`config.mk`:
```
export PLATFORM = sky130hd
export DESIGN_NAME = ctrl_regfile
export DESIGN_NICKNAME = d
export VERILOG_FILES = /design/src/rtl/ctrl_regfile.sv
export SDC_FILE = /design/constraint.sdc
export NUM_CORES = 1
export LEC_CHECK = 0
export ABC_AREA = 1
export BUFFER_PORTS_ARGS = -buffer_cell sky130_fd_sc_hd__buf_2
export CORE_MARGIN = 10
export CORE_UTILIZATION = 37
export DETAILED_ROUTE_END_ITERATION = 10
export GPL_TIMING_DRIVEN = 0
export PLACE_DENSITY = 0.76
export SKIP_LAST_GASP = 1
export SLEW_MARGIN = 20
export SYNTH_ARGS = -nofsm -noshare
export SYNTH_HDL_FRONTEND = slang
export SYNTH_SLANG_ARGS = --single-unit
```
`constraint.sdc`:
```
create_clock -name clk -period 1.3 [get_ports clk]
set_input_delay 0.13 -clock clk [delete_from_list [all_inputs] [get_ports clk]]
set_output_delay 0.13 -clock clk [all_outputs]
set_load 0.02 [all_outputs]
```
`src/rtl/ctrl_regfile.sv`:
```
module ctrl_regfile #(
  parameter int DW = 32,
  parameter int FCW = 3
) (
  input  logic          clk,
  input  logic          rst_n,
  input  logic          req_valid,
  input  logic          req_write,
  input  logic [1:0]    req_sel,
  input  logic          req_ccr_only,
  input  logic          req_super,
  input  logic [DW-1:0] req_wdata,
  output logic [DW-1:0] rd_data,
  output logic          priv_fault,
  input  logic          flag_we,
  input  logic [4:0]    flag_in,
  output logic [2:0]    int_mask,
  output logic [1:0]    trace_mode,
  output logic          super_bit,
  output logic [4:0]    cc_flags
);
  localparam logic [1:0] SEL_SR = 2'd0, SEL_SFC = 2'd1, SEL_DFC = 2'd2;

  logic [1:0]     t_q;
  logic           s_q;
  logic [2:0]     m_q;
  logic [4:0]     f_q;
  logic [FCW-1:0] sfc_q, dfc_q;

  logic is_sr, is_fc, ccr_acc, denied, granted, wr_ok;
  logic [15:0] sr_word;

  assign is_sr   = req_valid && req_sel == SEL_SR;
  assign is_fc   = req_valid && (req_sel == SEL_SFC || req_sel == SEL_DFC);
  assign ccr_acc = is_sr && req_ccr_only;
  assign denied  = (is_fc || (is_sr && !req_ccr_only)) && !req_super;
  assign granted = (is_sr || is_fc) && !denied;
  assign wr_ok   = granted && req_write;

  assign sr_word = {t_q, s_q, 2'b00, m_q, 3'b000, f_q};

  always_comb begin
    rd_data = '0;
    if (granted && !req_write) begin
      if (ccr_acc)                rd_data[4:0]     = f_q;
      else if (is_sr)             rd_data[15:0]    = sr_word;
      else if (req_sel == SEL_SFC) rd_data[FCW-1:0] = sfc_q;
      else                        rd_data[FCW-1:0] = dfc_q;
    end
  end

  always_ff @(posedge clk or negedge rst_n) begin
    if (!rst_n) begin
      t_q <= 2'b00;
      s_q <= 1'b1;
      m_q <= 3'b111;
      f_q <= '0;
      sfc_q <= '0;
      dfc_q <= '0;
      priv_fault <= 1'b0;
    end else begin
      priv_fault <= denied;
      if (flag_we) f_q <= flag_in;
      if (wr_ok && is_sr) begin
        f_q <= req_wdata[4:0];
        if (!req_ccr_only) begin
          t_q <= req_wdata[15:14];
          s_q <= req_wdata[13];
          m_q <= req_wdata[10:8];
        end
      end
      if (wr_ok && req_sel == SEL_SFC) sfc_q <= req_wdata[FCW-1:0];
      if (wr_ok && req_sel == SEL_DFC) dfc_q <= req_wdata[FCW-1:0];
    end
  end

  assign int_mask   = m_q;
  assign trace_mode = t_q;
  assign super_bit  = s_q;
  assign cc_flags   = f_q;

  a_r3_reserved_zero: assert property (@(posedge clk) disable iff (!rst_n)
    (rd_data & 32'hFFFF_18E0) == 32'h0);
  a_r4_ccr_upper_zero: assert property (@(posedge clk) disable iff (!rst_n)
    (req_valid && !req_write && req_sel == 2'd0 && req_ccr_only) |-> rd_data[15:8] == 8'h0);
  a_r5_user_fc_write_frozen: assert property (@(posedge clk) disable iff (!rst_n)
    (req_valid && req_write && !req_super && (req_sel == 2'd1 || req_sel == 2'd2))
      |=> ($stable(sfc_q) && $stable(dfc_q)));
  a_r6_fc_read_narrow: assert property (@(posedge clk) disable iff (!rst_n)
    (req_valid && req_sel != 2'd0) |-> rd_data[31:3] == 29'h0);
  a_r7_flag_port: assert property (@(posedge clk) disable iff (!rst_n)
    (flag_we && !(req_valid && req_write && req_sel == 2'd0 && (req_ccr_only || req_super)))
      |=> cc_flags == $past(flag_in));
  a_r9_unmapped_silent: assert property (@(posedge clk) disable iff (!rst_n)
    (req_valid && req_sel == 2'd3) |-> (rd_data == 32'h0 ##1 !priv_fault));
endmodule

```
==> flow_summary.ini <==
[power]
p_switching_uw = 615
netSwitchingFraction = 0.351
p_clk_frac = 0.195
ir_drop_uv = 362
power_density_nw_per_um2 = 873
finalPower_uw = 1750
p_leak_uw = 0.00113
intPower_uw = 1130
combPwrFrac = 0.381
sequentialPowerShare = 0.424

[logic_synthesis]
synth_area_leaders = dfrtp_1, buf_4, nand2_1
yosys_warnings = 0
synth_area_per_cell_um2 = 8.18
netlist_area_um2 = 1280
post-synth-top-area-fraction = 0.273
yosys.area.top_type = dfrtp_1
ys_types = 25
ys_ff_latch = 18
synthCells = 157
synth-seq-area-share = 0.354

[worst_setup_path]
startpoint_type = primary input
crit_slowest_cell = ha_4
path_class = in2out
crit_chain = buf_12 -> inv_12 -> ha_4 -> nand2_4 -> nand2_4 -> inv_2 -> a21oi_4 -> nand2_4 -> buf_12 -> nor3b_4 -> buf_6
crit_top_cell = nand2_4
critPathRequiredTime_ps = 1170
r2r_cells = 2
endpoint_kind = primary output
crit_fanout = 5
slowest_delay_ps = 250
critPathArrivalTime_ps = 1410

[flow_run]
drv_cap = 0

[placed_design]
numPortBuffers = 46
place_congestion = 0.778
hpwl_mm = 2.82
dp_worst_setup_slack_ps = -622

[final_layout]
diodes = 0
nets = 284
final_cell_mix = buf_2, nand2_1, buf_4
drive_above_1_share = 0.509
syn2layout_area_growth_pct = 55.9
final_common_cell = buf_2

[sta]
period_needed_ps = 1540
fin_crit_sh = 1.18
rsz0062_at_grt = yes
finalHoldViolations = 0
fmax_mhz = 651
fin_skew_ps = 0
maxSlewViolCount = 0
setup_ws_ps = -237
setup_violations = 11

[hold_path]
min_path_type = in2reg
hold_depth = 3

[floorplanning]
dieArea_um2 = 6230
core-area_um2 = 3340
die_y_um = 78.9
ios = 90
die_x_um = 78.9
rows = 21
start_util = 0.385

[route]
drt-wirelength-per-cell_um = 12.7
drt_iter0_drc = 61
dr.pass1.iters = 4
wl_mm = 3.55
drc_errors = 0
drtAntennaViolNets = 0
viasPerCell = 4.28
route.vias.total = 1197

[grt]
first_global_vias = 1199
track_usage = 0.111
grt_pass1_wl_mm = 5.69
grt_max_degree = 19
grt_overflow_total = 0
antenna_found_initial = 0

[clocking]
numCtsBuffers = 3
clockBufferDepth = 2
cts-root-buf = clkbuf_4
clock_latency_ps = 280
path_clk_slew_ps = 110
cts.sinks = 18
cts_tree = done
htree_levels = 1

[outcome]
status = finished with violations
failed_checks = setup timing
-- area by class of cell --
| class | instances | area (µm²) |
|---|---|---|
| clock buffers | 4 | 36.3 |
| fillers | 315 | 1330 |
| well taps | 46 | 57.6 |
| multi-input cells | 109 | 749 |
| plain buffers | 25 | 199 |
| flip-flops and latches | 18 | 455 |
| inverters | 25 | 114 |
| repair buffers | 53 | 392 |
-- repair_timing --
action	in CTS	in global routing
pin swaps	9	4
cloned	1	0
gates resized for setup	33	4
buffers inserted	4	1
endpoints found under the hold margin	14	0
endpoints found under the setup margin	23	11
hold buffers	1	0
-- power groups by stage --
stage               sequential, µW  combinational [µW]  clock, µW
floorplan                      805                 379          0
global placement               746                 589          0
detailed placement             751                 601          0
CTS                            740                 656        360
global route                   757                 726        380
finish                         741                 667        341
-- Yosys cell counts, drive strengths merged --
cell type / count
dfstp: 4
o21ai: 12
nor3b: 6
o211ai: 3
a21oi: 4
nand4: 6
conb: 1
nor2: 3
nand3: 13
buf: 24
ha: 3
clkbuf: 1
inv: 25
nand2: 38
dfrtp: 14
-- state kept, by name, summed over array words and instances (netlist names) --
| signal | count |
|---|---|
| dfc_q | 3 |
| int_mask | 3 |
| priv_fault | 1 |
| trace_mode | 2 |
| cc_flags | 5 |
| sfc_q | 3 |
| super_bit | 1 |
-- through the flow --
step | hold WS (ps) | setup TNS (ps) | utilization | std cells | cell area (µm²)
detailed placement | 82.9 | -11720 | 0.529 | 269 | 1760
global route | 24.6 | -2630 | 0.600 | 280 | 2000
global placement | 86.0 | -11030 | 0.529 | 269 | 1760
finish | 34.2 | -2000 | 0.600 | 280 | 2000
CTS | 27.4 | -2090 | 0.593 | 279 | 1980
floorplan | -166 | -2080 | - | 177 | 1480
-- layer usage --
layer,wire (µm),vias to the layer above,global-route usage
met1,1460,541,0.122
met5,0,-,0
met2,1780,34,0.189
met3,266,2,0.0428
li1,-,620,-
met4,41,0,0.0430
-- worst paths after layout --
kind / endpoint / start / slack [ps]
hold reg to reg: super_bit / super_bit / 490
min in group asynchronous: trace_mode[1] / rst_n / 290
hold / removal: super_bit / req_wdata[13] / 30
setup reg to reg: int_mask[2] / int_mask[2] / 560
max in group asynchronous: int_mask[0] / rst_n / 690
setup / recovery: rd_data[10] / req_sel[1] / -240
-- cell families after synthesis --
family	after synthesis	share of synthesized area
AO/OA/AOI/OAI	19	0.106
adder cells (fa/ha/maj)	3	0.0292
buffers and inverters	50	0.220
flip-flops	18	0.354
other	1	0.00292
AND/OR/NAND/NOR	66	0.287
-- worst max-delay path: cells and delay by family --
family / cells / cell delay (ps)
AOI/OAI and AO/OA: 1 / 140
and+or+nand+nor: 4 / 420
adders and majority gates: 1 / 250
buffers and inverters: 5 / 450
(Power assumes the default switching activity.)
